**src/rtl/vdr_pkg.sv**
```systemverilog
package vdr_pkg;
  localparam int unsigned CYC_W = 8;

  typedef enum logic [2:0] {
    CY_PLAIN_WR  = 3'd0,
    CY_MASK_WR   = 3'd1,
    CY_RD_XFER   = 3'd2,
    CY_WR_XFER   = 3'd3,
    CY_PSEUDO    = 3'd4,
    CY_ROW_REF   = 3'd5,
    CY_CBR_REF   = 3'd6,
    CY_LOGIC_SET = 3'd7
  } cyc_e;

  typedef struct packed {
    logic cas_lo;
    logic we_lo;
    logic dt_lo;
    logic se_lo;
  } strobe_t;
endpackage

```
**src/rtl/vdr_strobe_sampler.sv**
```systemverilog
module vdr_strobe_sampler
  import vdr_pkg::*;
(
  input  logic    clk,
  input  logic    rst_n,
  input  logic    ras_n,
  input  logic    cas_n,
  input  strobe_t live,
  output logic    ras_fall,
  output logic    ras_rise,
  output strobe_t held,
  output logic    cas_seen
);
  logic    ras_q;
  logic    seen_q, seen_d;
  strobe_t held_d;

  assign ras_fall = ras_q & ~ras_n;
  assign ras_rise = ~ras_q & ras_n;
  assign cas_seen = seen_q | ~cas_n;

  always_comb begin
    held_d = held;
    seen_d = seen_q;
    if (ras_fall) begin
      held_d = live;
      seen_d = 1'b0;
    end else if (~ras_q & ~ras_n & ~cas_n) begin
      seen_d = 1'b1;
    end
  end

  always_ff @(posedge clk or negedge rst_n) begin
    if (!rst_n) begin
      ras_q  <= 1'b1;
      held   <= '0;
      seen_q <= 1'b0;
    end else begin
      ras_q  <= ras_n;
      held   <= held_d;
      seen_q <= seen_d;
    end
  end

  AST_HELD_STABLE: assert property (@(posedge clk) disable iff (!rst_n)
    !ras_fall |=> $stable(held));
endmodule

```
**src/rtl/vdr_cycle_classify.sv**
```systemverilog
module vdr_cycle_classify
  import vdr_pkg::*;
(
  input  strobe_t lvl,
  input  logic    cas_seen,
  output cyc_e    kind
);
  always_comb begin
    if (lvl.cas_lo)
      kind = lvl.we_lo ? CY_LOGIC_SET : CY_CBR_REF;
    else if (lvl.dt_lo)
      kind = !lvl.we_lo ? CY_RD_XFER : (lvl.se_lo ? CY_WR_XFER : CY_PSEUDO);
    else if (!cas_seen)
      kind = CY_ROW_REF;
    else
      kind = lvl.we_lo ? CY_MASK_WR : CY_PLAIN_WR;
  end
endmodule

```
**src/rtl/vdr_refresh_ctr.sv**
```systemverilog
module vdr_refresh_ctr #(
  parameter int unsigned RW = 8
) (
  input  logic          clk,
  input  logic          rst_n,
  input  logic          adv,
  output logic [RW-1:0] cnt
);
  logic [RW-1:0] cnt_d;

  always_comb cnt_d = adv ? cnt + 1'b1 : cnt;

  always_ff @(posedge clk or negedge rst_n) begin
    if (!rst_n) cnt <= '0;
    else        cnt <= cnt_d;
  end

  AST_CTR_STEP: assert property (@(posedge clk) disable iff (!rst_n)
    $past(adv) |-> cnt == RW'($past(cnt) + 1'b1));
  AST_CTR_HOLD: assert property (@(posedge clk) disable iff (!rst_n)
    !$past(adv) |-> $stable(cnt));
endmodule

```
**src/rtl/vdr_cycle_decoder.sv**
```systemverilog
module vdr_cycle_decoder
  import vdr_pkg::*;
#(
  parameter int unsigned ADDR_W = 8,
  parameter int unsigned DQ_W   = 4,
  parameter int unsigned CODE_W = 4
) (
  input  logic                clk,
  input  logic                rst_n,
  input  logic                ras_n,
  input  logic                cas_n,
  input  logic                we_n,
  input  logic                dt_n,
  input  logic                se_n,
  input  logic [ADDR_W-1:0]   addr,
  input  logic [DQ_W-1:0]     dq_in,
  output logic [CYC_W-1:0]    cyc_flags,
  output logic [ADDR_W-1:0]   row_addr,
  output logic [DQ_W-1:0]     wr_mask,
  output logic                mask_load,
  output logic                xfer_go,
  output logic                logic_load,
  output logic [CODE_W-1:0]   logic_code
);
  localparam int unsigned RW = ADDR_W;

  strobe_t       live, held;
  logic          ras_fall, ras_rise, cas_seen;
  cyc_e          kind_now, kind_end;
  logic [RW-1:0] ref_row;
  logic          adv;
  logic          now_counter, now_xfer, now_array;

  logic [CYC_W-1:0]  flags_d;
  logic [ADDR_W-1:0] row_d;
  logic [DQ_W-1:0]   mask_d;
  logic [CODE_W-1:0] code_d;
  logic              mld_d, xfer_d, lld_d;

  assign live = '{cas_lo: ~cas_n, we_lo: ~we_n, dt_lo: ~dt_n, se_lo: ~se_n};

  vdr_strobe_sampler u_samp (
    .clk(clk), .rst_n(rst_n), .ras_n(ras_n), .cas_n(cas_n), .live(live),
    .ras_fall(ras_fall), .ras_rise(ras_rise), .held(held), .cas_seen(cas_seen)
  );

  // classification of the levels present right at the fall
  vdr_cycle_classify u_cls_now (.lvl(live), .cas_seen(1'b1), .kind(kind_now));
  // final classification once the cycle has ended
  vdr_cycle_classify u_cls_end (.lvl(held), .cas_seen(cas_seen), .kind(kind_end));

  vdr_refresh_ctr #(.RW(RW)) u_ref (
    .clk(clk), .rst_n(rst_n), .adv(adv), .cnt(ref_row)
  );

  assign now_counter = (kind_now == CY_CBR_REF) || (kind_now == CY_LOGIC_SET);
  assign now_xfer    = (kind_now == CY_RD_XFER) || (kind_now == CY_WR_XFER) ||
                       (kind_now == CY_PSEUDO);
  assign now_array   = (kind_now == CY_PLAIN_WR) || (kind_now == CY_MASK_WR);
  assign adv = ras_rise && ((kind_end == CY_CBR_REF) || (kind_end == CY_LOGIC_SET));

  always_comb begin
    flags_d = ras_rise ? (CYC_W'(1) << kind_end) : '0;
    row_d   = row_addr;
    mask_d  = wr_mask;
    code_d  = logic_code;
    mld_d   = ras_fall & now_array;
    xfer_d  = ras_fall & now_xfer;
    lld_d   = ras_fall & (kind_now == CY_LOGIC_SET);
    if (ras_fall) row_d = now_counter ? ref_row : addr;
    if (mld_d)    mask_d = live.we_lo ? dq_in : '1;
    if (lld_d)    code_d = addr[CODE_W-1:0];
  end

  always_ff @(posedge clk or negedge rst_n) begin
    if (!rst_n) begin
      cyc_flags  <= '0;
      row_addr   <= '0;
      wr_mask    <= '1;
      mask_load  <= 1'b0;
      xfer_go    <= 1'b0;
      logic_load <= 1'b0;
      logic_code <= '0;
    end else begin
      cyc_flags  <= flags_d;
      row_addr   <= row_d;
      wr_mask    <= mask_d;
      mask_load  <= mld_d;
      xfer_go    <= xfer_d;
      logic_load <= lld_d;
      logic_code <= code_d;
    end
  end

  AST_FLAGS_ONEHOT: assert property (@(posedge clk) disable iff (!rst_n)
    $onehot0(cyc_flags));
  AST_FLAG_AT_END: assert property (@(posedge clk) disable iff (!rst_n)
    (|cyc_flags) |-> ($past(ras_n) && !$past(ras_n, 2)));
  AST_STROBES_EXCL: assert property (@(posedge clk) disable iff (!rst_n)
    $onehot0({mask_load, xfer_go, logic_load}));
  AST_MASK_ALL_ON: assert property (@(posedge clk) disable iff (!rst_n)
    (mask_load && $past(we_n)) |-> (wr_mask == '1));
endmodule

```
**config.mk**
```make
export PLATFORM = sky130hd
export DESIGN_NAME = vdr_cycle_decoder
export DESIGN_NICKNAME = d
export VERILOG_FILES = /design/src/rtl/vdr_pkg.sv /design/src/rtl/vdr_strobe_sampler.sv /design/src/rtl/vdr_cycle_classify.sv /design/src/rtl/vdr_refresh_ctr.sv /design/src/rtl/vdr_cycle_decoder.sv
export SDC_FILE = /design/constraint.sdc
export NUM_CORES = 1
export LEC_CHECK = 0
export BUFFER_PORTS_ARGS = -buffer_cell sky130_fd_sc_hd__buf_4
export CAP_MARGIN = 20
export CORE_UTILIZATION = 57
export CTS_BUF_LIST = sky130_fd_sc_hd__clkbuf_4
export CTS_CLUSTER_DIAMETER = 40
export DETAILED_ROUTE_END_ITERATION = 8
export PLACE_DENSITY_LB_ADDON = 0.25
export SETUP_SLACK_MARGIN = 0.1
export SYNTH_ARGS = -nofsm -noshare
export SYNTH_HDL_FRONTEND = slang
export SYNTH_SLANG_ARGS = --single-unit
export TNS_END_PERCENT = 100
```
**constraint.sdc**
```tcl
create_clock -name clk -period 4 [get_ports clk]
set_input_delay 0.2 -clock clk [delete_from_list [all_inputs] [get_ports clk]]
set_output_delay 0.2 -clock clk [all_outputs]
set_load 0.01 [all_outputs]
```
==> flow_summary.toml <==
[global_route]
grt_overflow = 0
grt_pass1_vias = 1124
grt_pass1_wl_um = 5130
grt_max_degree = 42
gr-usage-all-layers = 0.222
grt_antenna_before_repair = 0

[power_and_ir_drop]
switching_power_mw = 0.273
p_per_area_nw_per_um2 = 454
clockPowerShare = 0.221
pwr-share-seq = 0.578
share_comb_of_total_power = 0.201
switching_share = 0.291
intPower_mw = 0.665
total_leakage_power_nw = 1.05
vdd_drop_max_v = 0.000418
p_total_mw = 0.939

[cells_and_area]
antenna-diode-count = 0
final_area_um2 = 2070
utilization = 0.757
final_nets = 207
drive_above_1_share = 0.346
syn2layout_area_growth_pct = 26.3
instances_no_fill = 219

[status]
status = "completed"

[logic_synthesis]
syn-instance-count = 137
yosysWarnings = 0
ys_seq_elements = 41
synth_top_cell_by_area = "dfrtp_1"
synth_fa_ha_area_frac = 0.00764
yosysSeqAreaShare = 0.630
synth_cell_types = 29
synth_edf_count = 0
synth_xor_area_frac = 0.0374
yosys-top-cells-area = "dfrtp_1 (55%), dfstp_2 (8.0%), nand2_1 (5.0%), mux2i_1 (4.9%), o21ai_0 (4.9%)"
syn_area_per_cell_um2 = 12.0
synthArstFlopShare = 1.00
netlist.area_leader.share = 0.550
synth_top_family_by_area = "simple AND/OR/NAND/NOR gates"
synth_simple_gate_area_frac = 0.171
muxShareOfSynthArea = 0.0764
netlist_area_um2 = 1640
ys.flop_type = "dfrtp_1"
synth_nets = 157
synth_compound_area_frac = 0.0535

[drt]
dr.pass1.iters = 4
via_count = 1184
post-route-drc-count = 0
viasPerCell = 5.41
drt_wl_total_um = 3080
drt_iter0_drc = 17
wl_per_cell_um = 14.1
ant_nets = 0

[placed_design]
portBuffers = 45
place_inst = 209
preCtsSetupSlack_ns = 2.55
dp_hpwl_um = 2170
dpl_cell_area_um2 = 1990
place.gp.congestion = 0.722

[worst_setup_path]
worst_setup_path_end_kind = "flop"
arrival_ns = 1.74
path_buf_inv = 2
critical_path.max_stage_delay_ns = 0.54
crit_path_max_fanout = 9
r2r-start = "u_samp.ras_q"
reg2reg_depth = 3
r2r_end = "logic_code[3]"
critical-path-slowest-cell = "dlygate4sd3_1"
reg2reg_slack_ns = 2.54
path_delay_family = "buffers and inverters"
critPathLaunchType = "input pin"
worstPathCellList = "dlygate4sd3_1 > buf_4 > nand2b_1 > nor3_4 > mux2_2"
crit_required_ns = 4.24
path_class = "input pin to flop"

[sta]
worst_pin_slew_ns = 0.503
setup-tns-final_ns = 0
fin_skew_ns = 0.0122
hold_viol = 0
setup-violations-final = 0
rsz0062_at_grt = "false"
finalWorstSetupSlack_ns = 2.50
final.period_utilization = 0.375
period_needed_ns = 1.50
slew_violations = 0
max_clock_freq_mhz = 667
whs_ns = 0.0219
max_slew_margin = 0.664

[min_path]
hold_end = "xfer_go"
hold_depth = 2
hp-start = "dt_n"
holdCritPathClass = "input pin to flop"

[cts]
cts_resized = 0
cts_buffer_depth = 2
cts_tree = "built"
cts.clk_slew.worst_paths_ns = 0.12
numCtsBuffers = 5
cts_root_buf = "clkbuf_4"
clock_latency_ns = 0.34
clock-sinks = 41
htree_levels = 2
post_cts_buffers = 0
hold_buffers = 2

[floorplanning]
coreArea_um2 = 2730
initial_core_util = 0.599
dieArea_um2 = 3090
io_pins = 46
die_w_um = 55.6
rows = 19
chipHeight_um = 55.6

[run]
drv_cap = 0
==> cells in the mapped netlist, types with 3 or more instances <==
library cell	n
nand4_1	3
nor2_1	9
buf_2	4
nand2_1	22
dfrtp_1	36
mux2_2	4
mux2i_1	8
dfstp_2	5
xnor2_1	5
o21ai_0	16
==> layout make-up <==
class	count	area, um2
flip-flops and latches	41	1030
clock inverters	1	5.00
multi-input cells	89	567
repair buffers	48	365
clock buffers	7	52.6
inverters	2	7.51
fillers	192	666
well taps	31	38.8
==> flip-flops by register name, summed over array words and instances (netlist names) <==
name and cells:
cyc_flags 8, row_addr 8, u_ref.cnt 8, logic_code 4, u_samp.held 4, wr_mask 4
logic_load 1, mask_load 1, u_samp.ras_q 1, u_samp.seen_q 1, xfer_go 1
==> cells in the final DEF, fill, tap and decap left out <==
| cell | n |
|---|---|
| nor4_2 | 1 |
| and3b_1 | 2 |
| o21ai_0 | 16 |
| mux2_2 | 4 |
| nand2b_1 | 2 |
| buf_4 | 46 |
| dfstp_2 | 5 |
| dlygate4sd3_1 | 2 |
| nor3_1 | 1 |
| nand2_1 | 22 |
| clkinv_2 | 1 |
| nor4bb_1 | 1 |
| and2_1 | 1 |
| nor2b_1 | 1 |
| nand3_1 | 1 |
| o21a_1 | 1 |
| dfrtp_1 | 36 |
| nor3b_1 | 1 |
| clkbuf_4 | 7 |
| ha_1 | 1 |
| xor2_1 | 2 |
| nor3_4 | 1 |
| nand3b_1 | 1 |
| nor4b_1 | 1 |
| mux2i_1 | 8 |
| xnor2_1 | 5 |
| nor2_1 | 9 |
| nand4_1 | 3 |
| inv_1 | 2 |
| and3_1 | 2 |
| nand4b_1 | 2 |
==> worst max-delay path by stage <==
stage	start	end	slack, ns	cells past startpoint
6_report	ras_n	logic_code[3]	2.50	5
5_1_grt	ras_n	logic_code[3]	2.47	5
4_1_cts	ras_n	logic_code[3]	2.50	5
3_5_place_dp	u_samp.ras_q	logic_code[3]	2.55	3
3_3_place_gp	u_samp.ras_q	logic_code[3]	2.63	3
2_1_floorplan	u_samp.ras_q	logic_code[0]	2.61	4
==> cell families (layout without fill, tap and decap cells) <==
| family | count (synthesis) | after routing |
|---|---|---|
| AO/OA/AOI/OAI | 17 | 17 |
| XOR/XNOR | 7 | 7 |
| adder cells (fa/ha/maj) | 1 | 1 |
| buffers and inverters | 7 | 58 |
| flip-flops | 41 | 41 |
| multiplexers | 12 | 12 |
| AND/OR/NAND/NOR | 52 | 52 |
==> worst register-to-register path, stage by stage (launching register included) <==
cell	delay, ns
dfstp_2	0.60
nand2b_1	0.12
nor3_4	0.26
mux2_2	0.38
==> layer usage <==
metal,GRT usage,up-vias,share of wire
met4,0.0857,0,0.016
met2,0.349,35,0.49
met3,0.0744,6,0.054
met5,0,-,0
met1,0.289,577,0.44
li1,-,566,-
==> power groups by stage <==
stage | Combinational (mW) | Sequential (mW) | Clock (mW)
finish | 0.189 | 0.542 | 0.208
global route | 0.207 | 0.552 | 0.227
CTS | 0.192 | 0.542 | 0.209
detailed placement | 0.190 | 0.549 | 0
global placement | 0.181 | 0.543 | 0
floorplan | 0.0788 | 0.552 | 0
(Power assumes the default switching activity.)
